## src/rtl/llsc_pkg.sv

```systemverilog
package llsc_pkg;
  typedef enum logic [1:0] {
    OP_LOAD  = 2'b00,
    OP_STORE = 2'b01,
    OP_LINK  = 2'b10,
    OP_COND  = 2'b11
  } llsc_op_e;
endpackage

```

## src/rtl/llsc_stage.sv

```systemverilog
// One position in the in-cycle ordering chain: applies port IDX's request
// to the reservation state left by all lower-numbered ports.
module llsc_stage #(
  parameter int NPORT = 4,
  parameter int LAW   = 26,
  parameter int IDX   = 0
) (
  input  logic                   req_vld,
  input  logic [1:0]             req_op,
  input  logic [LAW-1:0]         req_line,
  input  logic [NPORT-1:0]       flag_in,
  input  logic [NPORT*LAW-1:0]   line_in,
  output logic [NPORT-1:0]       flag_out,
  output logic [NPORT*LAW-1:0]   line_out,
  output logic                   wr_en,
  output logic                   cond_ok
);
  import llsc_pkg::*;

  llsc_op_e op;
  assign op = llsc_op_e'(req_op);

  always_comb begin
    flag_out = flag_in;
    line_out = line_in;
    wr_en    = 1'b0;
    cond_ok  = 1'b0;
    if (req_vld) begin
      case (op)
        OP_STORE: begin
          wr_en = 1'b1;
          for (int j = 0; j < NPORT; j++) begin
            if (line_in[j*LAW +: LAW] == req_line) flag_out[j] = 1'b0;
          end
        end
        OP_LINK: begin
          flag_out[IDX]             = 1'b1;
          line_out[IDX*LAW +: LAW]  = req_line;
        end
        OP_COND: begin
          if (flag_in[IDX]) begin
            wr_en    = 1'b1;
            cond_ok  = 1'b1;
            flag_out = '0;
          end
        end
        default: ;
      endcase
    end
  end
endmodule

```

## src/rtl/llsc_resv_regs.sv

```systemverilog
module llsc_resv_regs #(
  parameter int NPORT = 4,
  parameter int LAW   = 26
) (
  input  logic                 clk,
  input  logic                 rst_n,
  input  logic                 en,
  input  logic [NPORT-1:0]     flag_d,
  input  logic [NPORT*LAW-1:0] line_d,
  output logic [NPORT-1:0]     flag_q,
  output logic [NPORT*LAW-1:0] line_q
);
  always_ff @(posedge clk or negedge rst_n) begin
    if (!rst_n) begin
      flag_q <= '0;
      line_q <= '0;
    end else if (en) begin
      flag_q <= flag_d;
      line_q <= line_d;
    end
  end
endmodule

```

## src/rtl/llsc_result_regs.sv

```systemverilog
module llsc_result_regs #(
  parameter int NPORT = 4
) (
  input  logic             clk,
  input  logic             rst_n,
  input  logic [NPORT-1:0] cond_req,
  input  logic [NPORT-1:0] cond_ok,
  output logic [NPORT-1:0] rslt_valid,
  output logic [NPORT-1:0] rslt_status
);
  logic             en;
  logic [NPORT-1:0] valid_d, status_d;

  assign en       = (|cond_req) | (|rslt_valid);
  assign valid_d  = cond_req;
  assign status_d = cond_req & cond_ok;

  always_ff @(posedge clk or negedge rst_n) begin
    if (!rst_n) begin
      rslt_valid  <= '0;
      rslt_status <= '0;
    end else if (en) begin
      rslt_valid  <= valid_d;
      rslt_status <= status_d;
    end
  end
endmodule

```

## src/rtl/llsc_monitor.sv

```systemverilog
module llsc_monitor #(
  parameter int NPORT     = 4,
  parameter int AW        = 32,
  parameter int LINE_BITS = 6
) (
  input  logic                clk,
  input  logic                rst_n,
  input  logic [NPORT-1:0]    req_valid,
  input  logic [2*NPORT-1:0]  req_op,
  input  logic [NPORT*AW-1:0] req_addr,
  output logic [NPORT-1:0]    store_en,
  output logic [NPORT-1:0]    rslt_valid,
  output logic [NPORT-1:0]    rslt_status
);
  import llsc_pkg::*;

  localparam int LAW = AW - LINE_BITS;

  logic [NPORT:0][NPORT-1:0]     fchain;
  logic [NPORT:0][NPORT*LAW-1:0] lchain;
  logic [NPORT-1:0]              lock_q;
  logic [NPORT*LAW-1:0]          line_q;
  logic [NPORT-1:0]              cond_req, cond_ok;

  assign fchain[0] = lock_q;
  assign lchain[0] = line_q;

  for (genvar p = 0; p < NPORT; p++) begin : g_port
    assign cond_req[p] = req_valid[p] && (req_op[2*p +: 2] == OP_COND);

    llsc_stage #(.NPORT(NPORT), .LAW(LAW), .IDX(p)) u_stage (
      .req_vld  (req_valid[p]),
      .req_op   (req_op[2*p +: 2]),
      .req_line (req_addr[p*AW + LINE_BITS +: LAW]),
      .flag_in  (fchain[p]),
      .line_in  (lchain[p]),
      .flag_out (fchain[p+1]),
      .line_out (lchain[p+1]),
      .wr_en    (store_en[p]),
      .cond_ok  (cond_ok[p])
    );
  end

  llsc_resv_regs #(.NPORT(NPORT), .LAW(LAW)) u_resv (
    .clk    (clk),
    .rst_n  (rst_n),
    .en     (|req_valid),
    .flag_d (fchain[NPORT]),
    .line_d (lchain[NPORT]),
    .flag_q (lock_q),
    .line_q (line_q)
  );

  llsc_result_regs #(.NPORT(NPORT)) u_rslt (
    .clk         (clk),
    .rst_n       (rst_n),
    .cond_req    (cond_req),
    .cond_ok     (cond_ok),
    .rslt_valid  (rslt_valid),
    .rslt_status (rslt_status)
  );
endmodule

```

## config.mk

```make
export PLATFORM = sky130hd
export DESIGN_NAME = llsc_monitor
export DESIGN_NICKNAME = d
export VERILOG_FILES = /design/src/rtl/llsc_pkg.sv /design/src/rtl/llsc_stage.sv /design/src/rtl/llsc_resv_regs.sv /design/src/rtl/llsc_result_regs.sv /design/src/rtl/llsc_monitor.sv
export SDC_FILE = /design/constraint.sdc
export NUM_CORES = 1
export LEC_CHECK = 0
export BUFFER_PORTS_ARGS = -buffer_cell sky130_fd_sc_hd__buf_2
export CAP_MARGIN = 10
export CORE_ASPECT_RATIO = 0.7
export CORE_MARGIN = 8
export CORE_UTILIZATION = 45
export CTS_CLUSTER_SIZE = 28
export DETAILED_ROUTE_END_ITERATION = 8
export SLEW_MARGIN = 5
export SYNTH_ARGS = -nofsm -noshare
export SYNTH_HDL_FRONTEND = slang
export SYNTH_HIERARCHICAL = 1
export SYNTH_SLANG_ARGS = --single-unit
```

## constraint.sdc

```tcl
create_clock -name clk -period 9.4 [get_ports clk]
set_clock_uncertainty 0.15 [all_clocks]
set_input_delay 0.94 -clock clk [delete_from_list [all_inputs] [get_ports clk]]
set_output_delay 0.94 -clock clk [all_outputs]
set_load 0.02 [all_outputs]
```

==> metrics.txt, run 1 <==
crit path setup slack, layout=3021 ps; mean post-synth cell area=9.683 um^2; Worst Reg-to-Reg Cells=17; CP Capture Point=store_en[3]; Ant. Diodes=0; basic-gate share of the synthesized area counting and, or, nand and nor cells=0.08288; area enclosed by the die boundary=36280 um^2; clock period minus final worst setup slack=6379 ps; final setup TNS=0 ps; ratio of cells with drive above 1 in the final layout=0.3433; clock tree from TritonCTS=yes; multiplexer fraction of the synthesized cell area=0.2011; count of port buffers added during placement=129; CTS sink count=116; post-cts resize count=0; Setup Buffers After CTS=0; Seq/Total Area, Yosys=0.2125; number of clock buffers inserted by TritonCTS=17; critical register-to-register path startpoint=u_resv/line_q[27]; Adder-Cell Fraction of Synth Area=0; initial antenna violation count=1; Hold-fix buffers, CTS=0; worst IR drop on VDD=132.2 uV; maximum number of pins on one net before global-route repair=68; main combinational cell family by area after synthesis=XOR/XNOR gates; DRC errors left=0; Layout area overhead=-8.453%; Maximum Capacitance Violations=0; final instance area=12510 um^2; arrival time of the worst setup path=5290 ps; worst reg-to-reg setup slack=4230 ps; clock buffer depth=2; floorplan die width=224.3 um; reg-to-reg endpoint=u_resv/flag_q[0]; final weighted congestion in routability-driven placement=0.9889; Max-Slew Margin vs Limit=0.2149; number of routed nets with antenna violations=0; Crit Path Class=primary input to output pin; post-layout instance count excluding filler cells=1545; Vias=9061; unrepaired setup endpoints after global routing=no; fin util=0.4173; Std-Cell Rows=53; type of element capturing the critical path=output pin; wire length after detailed routing=54390 um; cell area power density=250.9 nW/um^2; post-place setup slack=3350 ps; Cell Count Post-Placement=1513; result of the run=finished clean; Clock Pin Slew Worst Setup and Hold Paths=60 ps; CP required=8310 ps; count of different cell masters after synthesis=28; static leakage=0.004814 uW; global-route track usage on met2=0.4136; worst setup path startpoint=req_addr[7]; worst-margin pin slew=1178 ps; total of flip-flops plus latches after synthesis=116; post-placement cell area=11820 um^2; synthesized netlist cell count=1411; Routed WL per cell=35.20 um; core region area=29970 um^2; count of boundary I/O pins=154; number of vias per cell after detailed routing=5.865; number of levels the H-tree was split into=4; total routing usage reported by global routing=0.2991; met3 GRT Util=0.07368; clock root buffer=sky130_fd_sc_hd__clkbuf_16; worst skew pair latency=470 ps; number of optimization iterations in the first detailed-route pass=6; fraction of met1 tracks used by global routing=0.4470; number of nets in the synthesized netlist=1553; post-synthesis cell area=13660 um^2; endpoints failing hold=0; Critical Path Start Type=primary input; fmax=156.8 MHz; complex-gate fraction of the synthesized area=0.01172; parity-gate share of the synthesized area counting xor and xnor cells=0.2667; path type of the worst min-delay path=primary input to async pin; global-route wire length before repair=74150 um; maximum net fanout on the critical path=5; via count of the first global-routing pass=8747; Final setup viols=0; post-detail-place hpwl=44240 um; count of routing violations after the opening detailed-route iteration=1274; Die Ht=161.8 um; most crowded layer after global routing=met1; max-slew violation count=0; Yosys warnings=6; fin nets=1262; Overflow after GRT=0; final critical-path share of the clock period=0.6786; starting density of the core=0.4558
[placed cells by master (no fill, tap or decap), types with 17 or more instances in the layout]
cell                        netlist  final
sky130_fd_sc_hd__nor4_1          28     28
sky130_fd_sc_hd__xnor2_1        404    404
sky130_fd_sc_hd__clkbuf_16        0     17
sky130_fd_sc_hd__mux2_2         116    116
sky130_fd_sc_hd__nand4_1         96     96
sky130_fd_sc_hd__nand2_1         20     20
sky130_fd_sc_hd__nand3_1         20     20
sky130_fd_sc_hd__buf_2           15    128
sky130_fd_sc_hd__dfrtp_1        116    116
sky130_fd_sc_hd__mux2_4          96     96
[Yosys cell counts, drive strengths merged]
master    n  area (um^2)
a21boi    4        30.03
nand3    20        100.1
a21oi    16        80.08
and2      8        50.04
xor2     12        105.1
nand4    96        600.6
buf     345         2675
clkbuf   99        371.6
or4       3        30.03
and3      4        26.28
or2       4        25.02
or2b      4        30.03
o31ai     4        50.05
inv       8        30.03
nor3      4        20.02
dfrtp   116         2903
nor4     28        175.2
nand2    20        75.07
mux2    212         2748
xnor2   404         3538
[cell type report]
| class | instances | area, um^2 |
|---|---|---|
| inverters | 8 | 30.03 |
| fillers | 3000 | 17470 |
| clock inverters | 14 | 257.7 |
| well taps | 412 | 515.5 |
| multi-input cells | 843 | 7687 |
| repair buffers | 134 | 685.7 |
| clock buffers | 18 | 429.2 |
| flip-flops and latches | 116 | 2903 |
[worst min-delay path by stage]
stage / endpoint / slack (ps) / depth (start not counted)
after floorplan: u_resv/flag_q[1] / 330 / 1
after global placement: u_resv/flag_q[3] / 350 / 1
after detailed placement: u_resv/flag_q[3] / 350 / 1
after CTS: u_resv/flag_q[3] / 380 / 1
after global routing: u_resv/flag_q[3] / 410 / 1
final: u_resv/line_q[6] / 370 / 1
[flip-flops by register name, indices dropped and copies added (netlist names)]
signal              cells
u_resv/flag_q           4
u_rslt/rslt_status      4
u_rslt/rslt_valid       4
u_resv/line_q         104
[per-layer routing]
layer  routed length, um  part of all wire  vias to the layer above
met1               25480              0.47                     4687
met3                5381             0.099                       76
met4                1362             0.025                        2
li1                    -                 -                     3778
met5                  16           0.00029                        -
met2               22150              0.41                      518
[cell families after synthesis]
| family | Yosys count |
|---|---|
| multiplexers | 212 |
| buffers and inverters | 452 |
| AND/OR/NAND/NOR | 191 |
| XOR/XNOR | 416 |
| AO/OA/AOI/OAI | 24 |
| flip-flops | 116 |
[critical path, cell delays in order]
cell,delay [ps]
sky130_fd_sc_hd__buf_2,150
sky130_fd_sc_hd__xnor2_1,530
sky130_fd_sc_hd__nand4_1,240
sky130_fd_sc_hd__nor4_1,810
sky130_fd_sc_hd__a21oi_1,220
sky130_fd_sc_hd__or2b_1,350
sky130_fd_sc_hd__nand4_1,120
sky130_fd_sc_hd__nor4_1,90
sky130_fd_sc_hd__a21oi_1,230
sky130_fd_sc_hd__or2b_1,260
sky130_fd_sc_hd__nand4_1,130
sky130_fd_sc_hd__nor4_1,300
sky130_fd_sc_hd__a21oi_1,140
sky130_fd_sc_hd__or2b_1,380
sky130_fd_sc_hd__and2_1,220
sky130_fd_sc_hd__buf_2,170
[power by group]
part	internal, uW	switching, uW	total [uW]
clock	521	271	792
sequential	631	272	904
combinational	684	758	1440
total	1840	1300	3140
[metrics by stage]
| stage | total power, uW | hold WS [ps] |
|---|---|---|
| after floorplan | 2309 | 330.4 |
| after global placement | 2294 | 346.1 |
| after detailed placement | 2290 | 353.7 |
| after CTS | 3097 | 378.0 |
| after global routing | 3234 | 407.1 |
| final | 3138 | 368.5 |
Power figures use the tool's default switching activity.
==> run 2, diff against run 1 <==
PLACE_DENSITY = 0.66   (was not set)
clock period = 5.7 ns   (was 9.4 ns; I/O delays follow)
==> run 2 against run 1 <==
Against the previous run:
- clock power up 46%
- largest power group unchanged
- via count down 0.26%
- first-iteration DRC count fell by 18%
- highest routed layer is now met4
- routed wire length is 7.0% lower
==> metrics.txt, run 2 (same netlist as run 1, synthesis figures left out) <==
Slowest-stage cell, CP=sky130_fd_sc_hd__nor4_1; Clock Pin Slew Worst Setup and Hold Paths=60 ps (about the same); number of clock buffers inserted by TritonCTS=17 (unchanged); post-detail-place hpwl=41100 um (-7.1%); clock tree from TritonCTS=yes; max-slew violation count=0 (unchanged); via count of the first global-routing pass=9007 (+3.0%); Max-Slew Margin vs Limit=0.1598 (-0.05515); worst hold slack=4.158 ps (-364.4 ps); endpoints failing hold=0 (unchanged); Std-Cell Rows=53 (unchanged); maximum number of pins on one net before global-route repair=71 (+4.4%); clock root buffer=sky130_fd_sc_hd__clkbuf_16; arrival time of the worst setup path=4670 ps (-620 ps); Critical Path Start Type=flip-flop; total design power=4819 uW (+54%); Setup Buffers After CTS=0 (unchanged); total routing usage reported by global routing=0.2770 (-0.02212); floorplan die width=224.3 um (unchanged); Final setup viols=0 (unchanged); Overflow after GRT=0 (unchanged); fmax=185.6 MHz; worst reg-to-reg setup slack=930 ps (-3300 ps); area enclosed by the die boundary=36280 um^2 (unchanged); type of element capturing the critical path=output pin; Ant. Diodes=0 (unchanged); post-cts resize count=0 (unchanged); Hold-fix buffers, CTS=0 (unchanged); clock period minus final worst setup slack=5389 ps; critical register-to-register path startpoint=u_resv/line_q[31]; number of routed nets with antenna violations=0 (unchanged); Layout area overhead=-8.388% (about the same); Worst Reg-to-Reg Cells=18 (+1); worst path cell trace=xnor2_1 -> nand4_1 -> nor4_1 -> a21oi_1 -> or2b_1 -> nand4_1 -> nor4_1 -> a21oi_1 -> or2b_1 -> nand4_1 -> nor4_1 -> a21oi_1 -> or2b_1 -> and2_1 -> buf_2; initial antenna violation count=0 (-1); maximum net fanout on the critical path=4 (-1); worst setup path startpoint=u_resv/line_q[31]; CP required=4980 ps (-3330 ps); count of port buffers added during placement=129 (unchanged); worst-margin pin slew=1249 ps (+71.20 ps); reg-to-reg endpoint=u_resv/flag_q[2]; CTS sink count=116 (unchanged); CP Capture Point=store_en[3]; Maximum Capacitance Violations=0 (unchanged); most common cell after layout, fill and taps aside=sky130_fd_sc_hd__xnor2_1; ratio of cells with drive above 1 in the final layout=0.3488 (+0.005440); count of routing violations after the opening detailed-route iteration=1049 (-18%); unrepaired setup endpoints after global routing=no; clock buffer depth=2 (unchanged); number of filler instances in the final layout=2996 (-0.13%); Die Ht=161.8 um (unchanged); worst skew pair latency=450 ps (-20 ps); final critical-path share of the clock period=0.9455; core region area=29970 um^2 (unchanged); worst IR drop on VDD=164.8 uV (+25%); starting density of the core=0.4558 (unchanged); number of vias per cell after detailed routing=5.808 (-0.97%); number of flip-flops in the largest register=104 (unchanged); global-route wire length before repair=69540 um (-6.2%); final setup TNS=0 ps (unchanged); wire length after detailed routing=50600 um (-7.0%); count of boundary I/O pins=154 (unchanged); Vias=9037 (-0.26%); final weighted congestion in routability-driven placement=1.014 (+2.5%); DRC errors left=0 (unchanged); fin nets=1273 (+0.87%); Crit Path Class=flip-flop to output pin; number of optimization iterations in the first detailed-route pass=5 (-1); result of the run=finished clean; cell area power density=385.0 nW/um^2 (+53%); Routed WL per cell=32.52 um (-7.6%); slowest cell delay on critical path=560 ps (-250 ps); static leakage=0.004846 uW (+0.67%); path type of the worst min-delay path=primary input to async pin; register containing the most flip-flops in the final layout=u_resv/line_q; number of levels the H-tree was split into=4 (unchanged); commonest non-fill, non-tap cells in the layout=sky130_fd_sc_hd__xnor2_1 (404), sky130_fd_sc_hd__buf_2 (128), sky130_fd_sc_hd__mux2_2 (116), sky130_fd_sc_hd__dfrtp_1 (116)
-- run 2: changes by cell type in the layout (fill, tap and decap cells not counted) --
cell,delta
sky130_fd_sc_hd__clkbuf_1,+1
sky130_fd_sc_hd__bufinv_16,-4
sky130_fd_sc_hd__clkbuf_8,+4
sky130_fd_sc_hd__buf_4,+11
sky130_fd_sc_hd__clkinv_2,+2
sky130_fd_sc_hd__clkinvlp_4,-3
-- run 2: routing by layer --
layer / GRT usage / vias to the layer above / part of all wire
li1: - / 3787 / -
met5: 0 / - / 0
met1: 0.3737 / 4587 / 0.42
met2: 0.4044 / 545 / 0.42
met3: 0.07674 / 118 / 0.11
met4: 0.1311 / 0 / 0.044
-- run 2: final cells by class --
class / count / area (um^2) / share of cell area
clock buffer: 23 / 488.0 / 0.03898
clock inverter: 9 / 125.1 / 0.009996
inverter: 8 / 30.03 / 0.002399
multi-input combinational: 843 / 7687 / 0.6142
sequential: 116 / 2903 / 0.2319
tap: 412 / 515.5 / 0.04118
timing repair buffer: 145 / 768.2 / 0.06138
-- run 2: power by group --
group          total (uW)  internal, uW  switching [uW]
combinational        2180          1130            1040
clock                1160           730             430
sequential           1480          1040             441
-- run 2: how the worst min path moves through the flow --
stage,startpoint,to,slack [ps],cells after the start
after CTS,rst_n,u_resv/line_q[86],20,1
after detailed placement,u_resv/flag_q[3],u_resv/flag_q[3],350,1
after global routing,rst_n,u_resv/line_q[86],50,1
after floorplan,rst_n,u_resv/flag_q[0],120,0
final,rst_n,u_resv/line_q[86],4,1
after global placement,u_resv/flag_q[3],u_resv/flag_q[3],340,1
-- run 2: through the flow --
stage,utilization,instances,cell area [um^2],setup slack (ps)
floorplan,-,1411,13660,1893
global placement,0.3971,1524,11900,557.4
detailed placement,0.3971,1524,11900,622.4
CTS,0.4176,1556,12520,462.3
global route,0.4176,1556,12520,319.2
finish,0.4176,1556,12520,310.9
-- run 2: critical path: cells and delay by family (launching register included) --
family	cells	cell delay [ps]
AND/OR/NAND/NOR	10	2580
AO/OA/AOI/OAI	3	640
flip-flops	1	430
XOR/XNOR	1	400
buffers and inverters	1	160
